`src/rtl/mbox_pkg.sv`:
```
package mbox_pkg;
  // Control-to-datapath strobes
  typedef struct packed {
    logic cmdLoad;   // accepted command write
    logic wbufLoad;  // accepted write-buffer word write
    logic doneLoad;  // accepted controller completion
  } ctlStrobes_t;

  localparam logic [7:0] OFS_CMD    = 8'h00;
  localparam logic [7:0] OFS_STATUS = 8'h04;
  localparam logic [7:0] OFS_WBUF   = 8'h80;
  localparam logic [7:0] OFS_RBUF   = 8'h90;

  localparam int CMD_IOC_BIT = 8;
endpackage

```
`src/rtl/mbox_ctrl.sv`:
```
module mbox_ctrl
  import mbox_pkg::*;
#(
  parameter int ADDR_W    = 8,
  parameter int BUF_WORDS = 4
) (
  input  logic              clk,
  input  logic              rstN,
  input  logic              hostWrEn,
  input  logic [ADDR_W-1:0] hostAddr,
  input  logic              hostIocBit,
  input  logic              ctrlDone,
  output ctlStrobes_t       strobes,
  output logic              busy,
  output logic              doorbell,
  output logic              irq
);
  localparam int BUF_BYTES = BUF_WORDS * 4;

  logic busyQ, iocQ, doorbellQ, irqQ;
  logic cmdHit, wbufHit, cmdAcc, doneAcc;

  always_comb begin
    cmdHit  = (hostAddr == ADDR_W'(OFS_CMD));
    wbufHit = (hostAddr >= ADDR_W'(OFS_WBUF)) &&
              (hostAddr <  ADDR_W'(OFS_WBUF) + ADDR_W'(BUF_BYTES)) &&
              (hostAddr[1:0] == 2'b00);
    cmdAcc  = hostWrEn && cmdHit && !busyQ;
    doneAcc = ctrlDone && busyQ;
    strobes.cmdLoad  = cmdAcc;
    strobes.wbufLoad = hostWrEn && wbufHit && !busyQ;
    strobes.doneLoad = doneAcc;
  end

  always_ff @(posedge clk or negedge rstN) begin
    if (!rstN) begin
      busyQ     <= 1'b0;
      iocQ      <= 1'b0;
      doorbellQ <= 1'b0;
      irqQ      <= 1'b0;
    end else begin
      doorbellQ <= cmdAcc;
      irqQ      <= doneAcc && iocQ;
      if (cmdAcc) begin
        busyQ <= 1'b1;
        iocQ  <= hostIocBit;
      end else if (doneAcc) begin
        busyQ <= 1'b0;
      end
    end
  end

  assign busy     = busyQ;
  assign doorbell = doorbellQ;
  assign irq      = irqQ;
endmodule

```
`src/rtl/mbox_datapath.sv`:
```
module mbox_datapath
  import mbox_pkg::*;
#(
  parameter int          ADDR_W       = 8,
  parameter int          DATA_W       = 32,
  parameter int          BUF_WORDS    = 4,
  parameter logic [7:0]  INITIATOR_ID = 8'h5A
) (
  input  logic                         clk,
  input  logic                         rstN,
  input  ctlStrobes_t                  strobes,
  input  logic                         busy,
  input  logic [ADDR_W-1:0]            hostAddr,
  input  logic [DATA_W-1:0]            hostWrData,
  input  logic                         hostByteRd,
  output logic [DATA_W-1:0]            hostRdData,
  output logic [7:0]                   opcode,
  output logic [3:0]                   subCmd,
  output logic [7:0]                   sizeBytes,
  input  logic [$clog2(BUF_WORDS)-1:0] wbufIdx,
  output logic [DATA_W-1:0]            wbufData,
  input  logic                         rbufWe,
  input  logic [$clog2(BUF_WORDS)-1:0] rbufIdx,
  input  logic [DATA_W-1:0]            rbufData,
  input  logic                         doneErr,
  input  logic [7:0]                   doneCode
);
  localparam int IDX_W     = $clog2(BUF_WORDS);
  localparam int BYTES_W   = DATA_W / 8;
  localparam int LANE_W    = $clog2(BYTES_W);
  localparam int BUF_BYTES = BUF_WORDS * BYTES_W;

  logic [7:0]        opcodeQ, sizeQ, errCodeQ;
  logic [3:0]        subQ;
  logic              errQ;
  logic [DATA_W-1:0] wbufQ [BUF_WORDS];
  logic [DATA_W-1:0] rbufQ [BUF_WORDS];
  logic [IDX_W-1:0]  hostIdx;

  assign hostIdx = hostAddr[LANE_W +: IDX_W];

  // Command fields and completion status
  always_ff @(posedge clk or negedge rstN) begin
    if (!rstN) begin
      opcodeQ  <= '0;
      subQ     <= '0;
      sizeQ    <= '0;
      errQ     <= 1'b0;
      errCodeQ <= '0;
    end else if (strobes.cmdLoad) begin
      opcodeQ  <= hostWrData[7:0];
      subQ     <= hostWrData[15:12];
      sizeQ    <= hostWrData[23:16];
      errQ     <= 1'b0;
      errCodeQ <= '0;
    end else if (strobes.doneLoad) begin
      errQ     <= doneErr;
      errCodeQ <= doneCode;
    end
  end

  // Buffer storage, one register per word
  for (genvar w = 0; w < BUF_WORDS; w++) begin : g_word
    always_ff @(posedge clk or negedge rstN) begin
      if (!rstN) begin
        wbufQ[w] <= '0;
        rbufQ[w] <= '0;
      end else begin
        if (strobes.wbufLoad && hostIdx == IDX_W'(w)) wbufQ[w] <= hostWrData;
        if (rbufWe && rbufIdx == IDX_W'(w))           rbufQ[w] <= rbufData;
      end
    end
  end

  // Host read mux
  logic [DATA_W-1:0] wordSel;
  logic [ADDR_W-1:0] wordAddr;
  logic [LANE_W-1:0] lane;

  always_comb begin
    wordAddr = {hostAddr[ADDR_W-1:LANE_W], {LANE_W{1'b0}}};
    lane     = hostAddr[LANE_W-1:0];
    wordSel  = '0;
    if (wordAddr == ADDR_W'(OFS_STATUS)) begin
      wordSel        = '0;
      wordSel[0]     = busy;
      wordSel[1]     = errQ;
      wordSel[7:4]   = subQ;
      wordSel[15:8]  = INITIATOR_ID;
      wordSel[23:16] = errCodeQ;
    end else if (wordAddr >= ADDR_W'(OFS_RBUF) &&
                 wordAddr <  ADDR_W'(OFS_RBUF) + ADDR_W'(BUF_BYTES)) begin
      wordSel = rbufQ[hostIdx];
    end
    if (hostByteRd) hostRdData = DATA_W'(wordSel[lane*8 +: 8]);
    else            hostRdData = wordSel;
  end

  assign opcode    = opcodeQ;
  assign subCmd    = subQ;
  assign sizeBytes = sizeQ;
  assign wbufData  = wbufQ[wbufIdx];
endmodule

```
`src/rtl/mbox_ipc_top.sv`:
```
module mbox_ipc_top
  import mbox_pkg::*;
#(
  parameter int         ADDR_W       = 8,
  parameter int         DATA_W       = 32,
  parameter int         BUF_WORDS    = 4,
  parameter logic [7:0] INITIATOR_ID = 8'h5A
) (
  input  logic                         clk,
  input  logic                         rstN,
  input  logic                         hostWrEn,
  input  logic [ADDR_W-1:0]            hostAddr,
  input  logic [DATA_W-1:0]            hostWrData,
  input  logic                         hostByteRd,
  output logic [DATA_W-1:0]            hostRdData,
  output logic                         hostIrq,
  output logic                         ctrlDoorbell,
  output logic [7:0]                   ctrlOpcode,
  output logic [3:0]                   ctrlSubCmd,
  output logic [7:0]                   ctrlSize,
  input  logic [$clog2(BUF_WORDS)-1:0] ctrlWbufIdx,
  output logic [DATA_W-1:0]            ctrlWbufData,
  input  logic                         ctrlRbufWe,
  input  logic [$clog2(BUF_WORDS)-1:0] ctrlRbufIdx,
  input  logic [DATA_W-1:0]            ctrlRbufData,
  input  logic                         ctrlDone,
  input  logic                         ctrlErr,
  input  logic [7:0]                   ctrlErrCode
);
  ctlStrobes_t strobes;
  logic        busyW;

  mbox_ctrl #(.ADDR_W(ADDR_W), .BUF_WORDS(BUF_WORDS)) ctrl_i (
    .clk(clk), .rstN(rstN),
    .hostWrEn(hostWrEn), .hostAddr(hostAddr),
    .hostIocBit(hostWrData[CMD_IOC_BIT]),
    .ctrlDone(ctrlDone),
    .strobes(strobes), .busy(busyW),
    .doorbell(ctrlDoorbell), .irq(hostIrq)
  );

  mbox_datapath #(
    .ADDR_W(ADDR_W), .DATA_W(DATA_W),
    .BUF_WORDS(BUF_WORDS), .INITIATOR_ID(INITIATOR_ID)
  ) dp_i (
    .clk(clk), .rstN(rstN),
    .strobes(strobes), .busy(busyW),
    .hostAddr(hostAddr), .hostWrData(hostWrData), .hostByteRd(hostByteRd),
    .hostRdData(hostRdData),
    .opcode(ctrlOpcode), .subCmd(ctrlSubCmd), .sizeBytes(ctrlSize),
    .wbufIdx(ctrlWbufIdx), .wbufData(ctrlWbufData),
    .rbufWe(ctrlRbufWe), .rbufIdx(ctrlRbufIdx), .rbufData(ctrlRbufData),
    .doneErr(ctrlErr), .doneCode(ctrlErrCode)
  );
endmodule

```
`config.mk`:
```
export PLATFORM = sky130hd
export DESIGN_NAME = mbox_ipc_top
export DESIGN_NICKNAME = d
export VERILOG_FILES = /design/src/rtl/mbox_pkg.sv /design/src/rtl/mbox_ctrl.sv /design/src/rtl/mbox_datapath.sv /design/src/rtl/mbox_ipc_top.sv
export SDC_FILE = /design/constraint.sdc
export NUM_CORES = 1
export LEC_CHECK = 0
export BUFFER_PORTS_ARGS = -buffer_cell sky130_fd_sc_hd__buf_2
export CAP_MARGIN = 20
export CELL_PAD_IN_SITES_DETAIL_PLACEMENT = 0
export CELL_PAD_IN_SITES_GLOBAL_PLACEMENT = 2
export CORE_MARGIN = 2
export CORE_UTILIZATION = 40
export DETAILED_ROUTE_END_ITERATION = 6
export PLACE_DENSITY_LB_ADDON = 0.1
export SETUP_SLACK_MARGIN = 0.2
export SKIP_LAST_GASP = 1
export SYNTH_ARGS = -nofsm -noshare
export SYNTH_HDL_FRONTEND = slang
export SYNTH_SLANG_ARGS = --single-unit
```
`constraint.sdc`:
```
create_clock -name clk -period 2.5 [get_ports clk]
set_clock_uncertainty 0.1 [all_clocks]
set_input_delay 0.5 -clock clk [delete_from_list [all_inputs] [get_ports clk]]
set_output_delay 0.5 -clock clk [all_outputs]
set_load 0.1 [all_outputs]
```
==> results of run 1 <==
[state kept, by name, summed over array words and instances (netlist names)]
register / cells
dp_i.sizeBytes: 8
ctrl_i.iocQ: 1
dp_i.subCmd: 4
dp_i.opcode: 8
dp_i.rbufQ: 128
ctrl_i.doorbell: 1
ctrl_i.irq: 1
ctrl_i.busy: 1
dp_i.wbufQ: 128
dp_i.errCodeQ: 8
dp_i.errQ: 1
[what timing repair did]
item	4_1_cts	5_1_grt
hold endpoints to repair	54	0
resized for setup	52	52
setup buffers	5	7
cloned	5	0
hold buffers	1	0
endpoints found under the setup margin	50	56
pin swaps	20	13
[Yosys cell counts, drive strengths merged (4+ instances only)]
cell type | count | area, µm²
dfrtp | 289 | 7230
mux2 | 277 | 3230
mux4 | 68 | 1530
buf | 40 | 283
nand2 | 27 | 106
clkbuf | 14 | 52.6
nand3 | 14 | 82.6
and2 | 13 | 81.3
nor2 | 10 | 45.0
a21oi | 9 | 45.0
a22oi | 8 | 60.1
a31oi | 7 | 43.8
a211oi | 6 | 45.0
a221oi | 6 | 52.6
nand3b | 5 | 50.1
o21a | 4 | 30.0
[area by class of cell]
class | count | area share (%)
sequential | 289 | 41.0
multi-input combinational | 479 | 34.5
timing repair buffer | 271 | 14.8
clock buffer | 54 | 6.00
tap | 442 | 3.14
clock inverter | 8 | 0.511
inverter | 3 | 0.0639
antenna | 1 | 0.0142
[per-layer routing]
layer	GRT usage, %	share of wire [%]	vias to the layer above
li1	-	-	3642
met1	28.2	45	4239
met2	31.6	47	196
met3	3.78	4.9	62
met4	6.68	3.1	2
met5	0	0.036	-
[metrics by stage]
stage | TNS (ns) | power [mW] | area [µm²] | utilization [%] | std cells
after floorplan | -2.41 | 6.92 | 13600 | - | 825
after global placement | -3.88 | 7.67 | 15900 | 49.0 | 1466
after detailed placement | -4.11 | 7.69 | 15900 | 49.0 | 1466
after CTS | -4.29 | 12.8 | 17500 | 53.6 | 1539
after global routing | -5.04 | 13.2 | 17600 | 54.2 | 1546
final | -3.61 | 12.6 | 17600 | 54.2 | 1547
[power breakdown]
part           switching (mW)  internal (mW)  total, mW
clock network            1.93           3.02       4.95
registers               0.277           5.20       5.48
logic                    1.16           1.03       2.20
[final timing paths]
kind	start	endpoint	depth (start not counted)	slack [ns]
hold reg to reg	dp_i.wbufQ[99]	dp_i.wbufQ[99]	1	0.39
min in group asynchronous	rstN	dp_i.wbufQ[106]	2	0.41
setup / recovery	hostAddr[6]	hostRdData[4]	8	-0.28
setup reg to reg	ctrl_i.busy	dp_i.wbufQ[57]	5	0.35
hold / removal	ctrlErrCode[5]	dp_i.errCodeQ[5]	3	0.09
max in group asynchronous	rstN	dp_i.rbufQ[18]	3	1.15
[critical path, cell delays in order]
cell	delay, ns
buf_6	0.09
or4_4	0.58
nor2_4	0.15
buf_4	0.14
a221oi_2	0.05
buf_4	0.16
a211oi_4	0.27
buf_12	0.22
[cell families (layout without fill, tap and decap cells)]
logic type / Yosys count / count (layout)
AND/OR/NAND/NOR: 85 / 85
AO/OA/AOI/OAI: 49 / 49
buffers and inverters: 57 / 336
multiplexers: 345 / 345
other: 0 / 1
flip-flops: 289 / 289
==> flow_summary_export.csv, run 1 <==
group,metric,value,unit
power,pwr_density_cell,716,nW/µm²
clock_network,insertion_delay,0.51,ns
hold_path,hold_class,"in -> reg",
timing,setup_viol,28,
global_route,grt_first_pass_wirelength,52.4,mm
placement,hpwl,22.1,mm
detailed_routing,dr.first_iter.drc_count,374,
floorplanning,dieArea,34500,µm²
detailed_routing,wire_per_inst,21.6,µm
yosys,synth.distinct_cells,47,
yosys,synth_nets,916,
yosys,synth_compound_area_share,2.67,%
placement,dp_slack,-0.286,ns
floorplanning,die_y,186,µm
power,p_leak,8.27,nW
flow_run,cap_viol_max_count,0,
cells_and_area,register_area,7230,µm²
yosys,yosysSeqAreaShare,54.8,%
timing,rsz0062_at_grt,"yes",
timing,worst_slack,-0.282,ns
clock_network,cts-root-buf,"clkbuf_16",
clock_network,numCtsBuffers,34,
yosys,synth_ff_type,"dfrtp_1",
detailed_routing,firstDrtPassIters,4,
cells_and_area,area_growth,33.5,%
cells_and_area,multi_input_area,6070,µm²
yosys,synth_cells,825,
timing,slew_headroom,64.4,%
clock_network,cts_max_path_buffers,3,
yosys,synthAdderAreaFrac,0,%
cells_and_area,layout_common_cells,"289 x dfrtp_1, 214 x mux2_2, 111 x buf_2",
timing,final_max_slew_viol_count,0,
worst_setup_path,arrival,2.18,ns
timing,hold_viol,0,
yosys,synth_xor_area_share,0,%
detailed_routing,vias_per_cell,5.26,
status,violations,"negative setup slack",
status,status,"finished with violations",
global_route,overflow,0,
yosys,yosys_warnings,0,
floorplanning,core_area,32500,µm²
floorplanning,num_rows,66,
cells_and_area,nets,1169,
global_route,grt_pass1_vias,8631,
global_route,grt_max_degree,62,
yosys,synth_edf_count,0,
yosys,synth_area,13200,µm²
power,peakVddDrop,0.394,mV
yosys,synthSimpleGateAreaFrac,3.88,%
yosys,synth_top_family_by_area,"multiplexers",
worst_setup_path,worst_setup_path_end_kind,"output port",
clock_network,cts_tree,"built",
floorplanning,fp.dieW,186,µm
cells_and_area,final_common_cell,"dfrtp_1",
timing,tightestPinTransition,0.533,ns
detailed_routing,vias,8141,
worst_setup_path,cp_data_required_time,1.90,ns
cells_and_area,fillers,2796,
timing,whs,0.0853,ns
detailed_routing,routed_wirelength,33.4,mm
yosys,syn_avg_cell_area,16.0,µm²
detailed_routing,drc,0,
timing,max_freq,359,MHz
worst_setup_path,crit_type,"in -> out",
worst_setup_path,critPathLaunchType,"primary input",
detailed_routing,ant_nets,0,
clock_network,clk_pin_slew,0.05,ns
clock_network,clock_sinks,289,
yosys,async_flop_share,100,%
placement,port_buffers,176,
global_route,grt_antenna_before_repair,3,
global_route,grt.total_usage,20.1,%
floorplanning,start_util,40.6,%
yosys,synth_seq_cells,289,
floorplanning,ios,177,
timing,period_minus_slack,2.78,ns
worst_setup_path,critPathMaxFanout,3,
cells_and_area,drive_gt1_share,64.4,%
placement,gp_congestion,0.783,
timing,fin_crit_sh,111,%
yosys,synth_mux_area_share,36.1,%
clock_network,htree_levels,2,
(Power assumes the default switching activity.)
==> run 2, diff against run 1 <==
Settings changed: CORE_ASPECT_RATIO set to 1.4, CTS_CLUSTER_SIZE set to 40.
==> flow_summary_export.csv, run 2 (same netlist as run 1, synthesis figures left out) <==
group,metric,value,unit
placement,port_buffers,176,
global_route,grt_first_pass_wirelength,52.7,mm
worst_setup_path,crit_end,"hostRdData[3]",
hold_path,hold_class,"in -> reg",
floorplanning,die_y,219,µm
global_route,grt_max_degree,68,
global_route,overflow,0,
timing,period_minus_slack,2.74,ns
worst_setup_path,crit_type,"reg -> out",
timing,slew_headroom,65.6,%
detailed_routing,firstDrtPassIters,4,
worst_setup_path,cp_data_required_time,1.90,ns
status,status,"finished with violations",
clock_network,clock_sinks,289,
timing,setup_viol,27,
timing,hold_viol,0,
detailed_routing,drc,0,
clock_network,cts-root-buf,"clkbuf_16",
cells_and_area,fillers,2761,
floorplanning,dieArea,34500,µm²
detailed_routing,ant_nets,0,
floorplanning,core_area,32500,µm²
power,p_leak,8.25,nW
timing,max_freq,364,MHz
floorplanning,start_util,40.6,%
power,pwr_density_cell,703,nW/µm²
global_route,grt_antenna_before_repair,2,
floorplanning,fp.dieW,158,µm
cells_and_area,area_growth,33.0,%
cells_and_area,layout_common_cells,"289 x dfrtp_1, 214 x mux2_2, 107 x buf_2",
clock_network,clk_pin_slew,0.06,ns
timing,fin_crit_sh,110,%
placement,gp_congestion,0.763,
worst_setup_path,r2r_setup_slack,0.52,ns
detailed_routing,routed_wirelength,33.8,mm
cells_and_area,final_common_cell,"dfrtp_1",
cells_and_area,post_layout_nonfiller_instances,1543,
placement,hpwl,23.1,mm
timing,worst_slack,-0.244,ns
cells_and_area,drive_gt1_share,64.3,%
worst_setup_path,arrival,2.14,ns
detailed_routing,vias,8093,
worst_setup_path,r2r_cells,6,
global_route,grt_pass1_vias,8868,
detailed_routing,wire_per_inst,21.9,µm
timing,rsz0062_at_grt,"yes",
detailed_routing,vias_per_cell,5.24,
clock_network,insertion_delay,0.55,ns
placement,place_inst,1476,
clock_network,numCtsBuffers,31,
cells_and_area,n_antenna_cell,0,
worst_setup_path,timing.rr.start,"ctrl_i.busy",
cells_and_area,nets,1173,
clock_network,htree_levels,1,
clock_network,cts_max_path_buffers,3,
power,peakVddDrop,0.473,mV
power,power,12.4,mW
floorplanning,num_rows,78,
worst_setup_path,critPathLaunchType,"flop",
cells_and_area,largestRegisters,"dp_i.rbufQ (128), dp_i.wbufQ (128)",
flow_run,cap_viol_max_count,0,
floorplanning,ios,177,
status,violations,"negative setup slack",
timing,whs,0.0532,ns
worst_setup_path,critPathMaxFanout,3,
timing,final_max_slew_viol_count,0,
detailed_routing,dr.first_iter.drc_count,307,
worst_setup_path,worst_setup_path_end_kind,"output port",
worst_setup_path,worstReg2RegEnd,"dp_i.wbufQ[41]",
cells_and_area,utilization,54.0,%
worst_setup_path,worstSetupStartpoint,"dp_i.rbufQ[27]",
global_route,grt.total_usage,20.2,%
clock_network,cts_tree,"built",
timing,tightestPinTransition,0.519,ns
-- run 2: per-stage QoR --
step | setup slack [ns] | setup TNS [ns] | cell area [µm²]
after global routing | -0.347 | -5.51 | 17600
after detailed placement | -0.303 | -7.02 | 16100
final | -0.244 | -3.97 | 17600
after floorplan | -0.380 | -2.41 | 13600
after global placement | -0.332 | -6.88 | 16100
after CTS | -0.299 | -5.02 | 17400
-- run 2: where the power goes --
| part | internal (mW) | total [mW] | switching (mW) |
|---|---|---|---|
| clock | 2.80 | 4.64 | 1.84 |
| sequential | 5.20 | 5.49 | 0.291 |
| combinational | 1.05 | 2.22 | 1.17 |
-- run 2: critical path, stage by stage, from the launching register on --
cell	delay [ns]
dfrtp_1	0.39
mux4_2	0.49
nand3_2	0.10
o311ai_2	0.12
o221a_4	0.33
buf_12	0.17
-- run 2: timing repair --
item | 4_1_cts | 5_1_grt
endpoints found under the setup margin | 64 | 52
gates resized for setup | 71 | 20
endpoints found under the hold margin | 50 | 0
hold buffers | 1 | 0
buffers inserted | 6 | 5
cloned | 0 | 1
pin swaps | 18 | 18
-- run 2: metal layers --
metal | wire, µm | part of all wire [%] | track usage, % | vias to the layer above
met3 | 1310 | 3.9 | 3.04 | 38
met2 | 17600 | 52 | 35.8 | 164
met1 | 14200 | 42 | 25.9 | 4275
li1 | - | - | - | 3612
met5 | 30 | 0.089 | 0 | -
met4 | 612 | 1.8 | 4.91 | 4
-- run 2: worst min path at each step --
stage / startpoint / to / slack [ns] / cells past startpoint
detailed placement: rstN / dp_i.opcode[3] / 0.36 / 1
global placement: rstN / dp_i.wbufQ[99] / 0.37 / 1
finish: ctrlErrCode[5] / dp_i.errCodeQ[5] / 0.05 / 3
floorplan: rstN / ctrl_i.busy / 0.10 / 0
CTS: ctrlErrCode[5] / dp_i.errCodeQ[5] / 0.03 / 3
global route: ctrlErrCode[5] / dp_i.errCodeQ[5] / 0.06 / 3
-- run 2: layout make-up --
cell class	instances	area [µm²]	share of cell area, %
Clock inverter	11	134	0.762
Timing Repair Buffer	278	2680	15.2
Tap cell	440	551	3.13
Multi-Input combinational cell	479	6060	34.5
Clock buffer	43	901	5.13
Sequential cell	289	7230	41.2
Inverter	3	11.3	0.0641
==> run 3, diff against run 2 <==
Settings changed: RECOVER_POWER set to 50.
==> flow_summary_export.csv, run 3 (same netlist as run 1, synthesis figures left out) <==
group,metric,value,unit
status,status,"finished with violations",
status,violations,"negative setup slack",
detailed_routing,dr.first_iter.drc_count,296,
cells_and_area,final_common_cell,"dfrtp_1",
worst_setup_path,worst_setup_path_end_kind,"output port",
clock_network,htree_levels,1,
global_route,grt_pass1_vias,8868,
clock_network,insertion_delay,0.55,ns
cells_and_area,layout_common_cells,"289 x dfrtp_1, 214 x mux2_2, 105 x buf_2",
cells_and_area,post_layout_nonfiller_instances,1543,
cells_and_area,fin_area,17500,µm²
timing,tightestPinTransition,1.46,ns
clock_network,cts_max_path_buffers,3,
worst_setup_path,arrival,2.14,ns
timing,hold_viol,0,
detailed_routing,wl_met1,14.1,mm
worst_setup_path,critPathMaxFanout,3,
timing,rsz0062_at_grt,"yes",
cells_and_area,n_antenna_cell,0,
timing,setup_viol,27,
timing,slew_headroom,2.70,%
worst_setup_path,r2r_cells,6,
clock_network,clk_pin_slew,0.06,ns
detailed_routing,wl_met3,1.31,mm
cells_and_area,drive_gt1_share,63.9,%
detailed_routing,ant_nets,0,
global_route,grt_first_pass_wirelength,52.7,mm
hold_path,hold_class,"in -> reg",
power,pwr_density_cell,706,nW/µm²
floorplanning,ios,177,
floorplanning,core_area,32500,µm²
detailed_routing,firstDrtPassIters,4,
floorplanning,num_rows,78,
hold_path,hold_depth,3,
floorplanning,die_y,219,µm
worst_setup_path,crit_type,"reg -> out",
placement,hpwl,23.1,mm
clock_network,clock_sinks,289,
detailed_routing,routed_wirelength,33.7,mm
placement,port_buffers,176,
cells_and_area,nets,1173,
timing,period_minus_slack,2.74,ns
cells_and_area,utilization,53.7,%
timing,fin_crit_sh,110,%
timing,final_max_slew_viol_count,0,
flow_run,cap_viol_max_count,0,
global_route,grt_antenna_before_repair,2,
timing,max_freq,364,MHz
worst_setup_path,cp_data_required_time,1.90,ns
detailed_routing,vias,8098,
placement,placed_cell_area,16100,µm²
power,p_leak,8.20,nW
worst_setup_path,critPathLaunchType,"flop",
floorplanning,start_util,40.6,%
detailed_routing,wl_met2,17.6,mm
detailed_routing,wire_per_inst,21.9,µm
floorplanning,fp.dieW,158,µm
placement,gp_congestion,0.763,
power,peakVddDrop,0.473,mV
floorplanning,dieArea,34500,µm²
cells_and_area,area_growth,32.2,%
cells_and_area,largestRegisters,"dp_i.rbufQ (128), dp_i.wbufQ (128)",
clock_network,cts_tree,"built",
clock_network,numCtsBuffers,31,
global_route,grt_max_degree,68,
timing,worst_slack,-0.244,ns
detailed_routing,drc,0,
detailed_routing,top_layer,"met5",
clock_network,cts-root-buf,"clkbuf_16",
global_route,grt.total_usage,20.2,%
timing,whs,0.0531,ns
power,power,12.3,mW
placement,place_inst,1476,
global_route,overflow,0,
detailed_routing,vias_per_cell,5.25,
-- run 3: changes by cell type in the layout (fill, tap and decap cells not counted) --
| cell | previous run | this run |
|---|---|---|
| nor3b_2 | 1 | 0 |
| buf_6 | 26 | 28 |
| buf_8 | 2 | 1 |
| nor3b_1 | 0 | 1 |
| buf_4 | 82 | 79 |
| buf_2 | 107 | 105 |
| clkbuf_4 | 1 | 2 |
| clkbuf_2 | 0 | 6 |
| buf_12 | 58 | 52 |
| clkbuf_1 | 4 | 7 |
-- run 3: final cells by class --
cell class,instances,area (µm²)
clock inverters,11,134
well taps,440,551
flip-flops and latches,289,7230
clock buffers,43,901
repair buffers,278,2580
fillers,2777,15000
inverters,3,11.3
multi-input cells,479,6050
-- run 3: through the flow --
step                TNS [ns]  setup slack [ns]
global placement       -6.88            -0.332
finish                 -3.92            -0.244
detailed placement     -7.02            -0.303
floorplan              -2.41            -0.380
global route           -5.72            -0.347
CTS                    -5.02            -0.299
-- run 3: power breakdown --
group	switching [mW]	total, mW	leakage (nW)	internal [mW]
Clock	1.84	4.64	0.519	2.80
Sequential	0.291	5.49	3.73	5.20
Combinational	1.16	2.20	3.96	1.04
Total	3.29	12.3	8.20	9.04
-- run 3: critical path: stages (launching register included) --
cell	delay [ns]
dfrtp_1	0.39
mux4_2	0.49
nand3_2	0.10
o311ai_2	0.12
o221a_4	0.33
buf_12	0.17
-- run 3: worst paths after layout --
kind / startpoint / to / slack (ns)
max: dp_i.rbufQ[27] / hostRdData[3] / -0.24
min: ctrlErrCode[5] / dp_i.errCodeQ[5] / 0.05
max reg2reg: ctrl_i.busy / dp_i.wbufQ[41] / 0.53
min reg2reg: dp_i.wbufQ[18] / dp_i.wbufQ[18] / 0.39
max in group asynchronous: rstN / dp_i.rbufQ[57] / 0.31
min in group asynchronous: rstN / dp_i.wbufQ[99] / 0.73
-- run 3: what timing repair did --
action,4_1_cts,5_1_grt
resized for setup,71,20
hold endpoints to repair,50,0
cloned,0,1
endpoints found under the setup margin,64,52
setup buffers,6,5
pin swaps,18,18
hold buffers,1,0
-- run 3: metal layers --
metal / vias up / global-route usage, %
li1: 3611 / -
met1: 4278 / 25.9
met2: 167 / 35.8
met3: 38 / 3.04
met4: 4 / 4.91
met5: - / 0
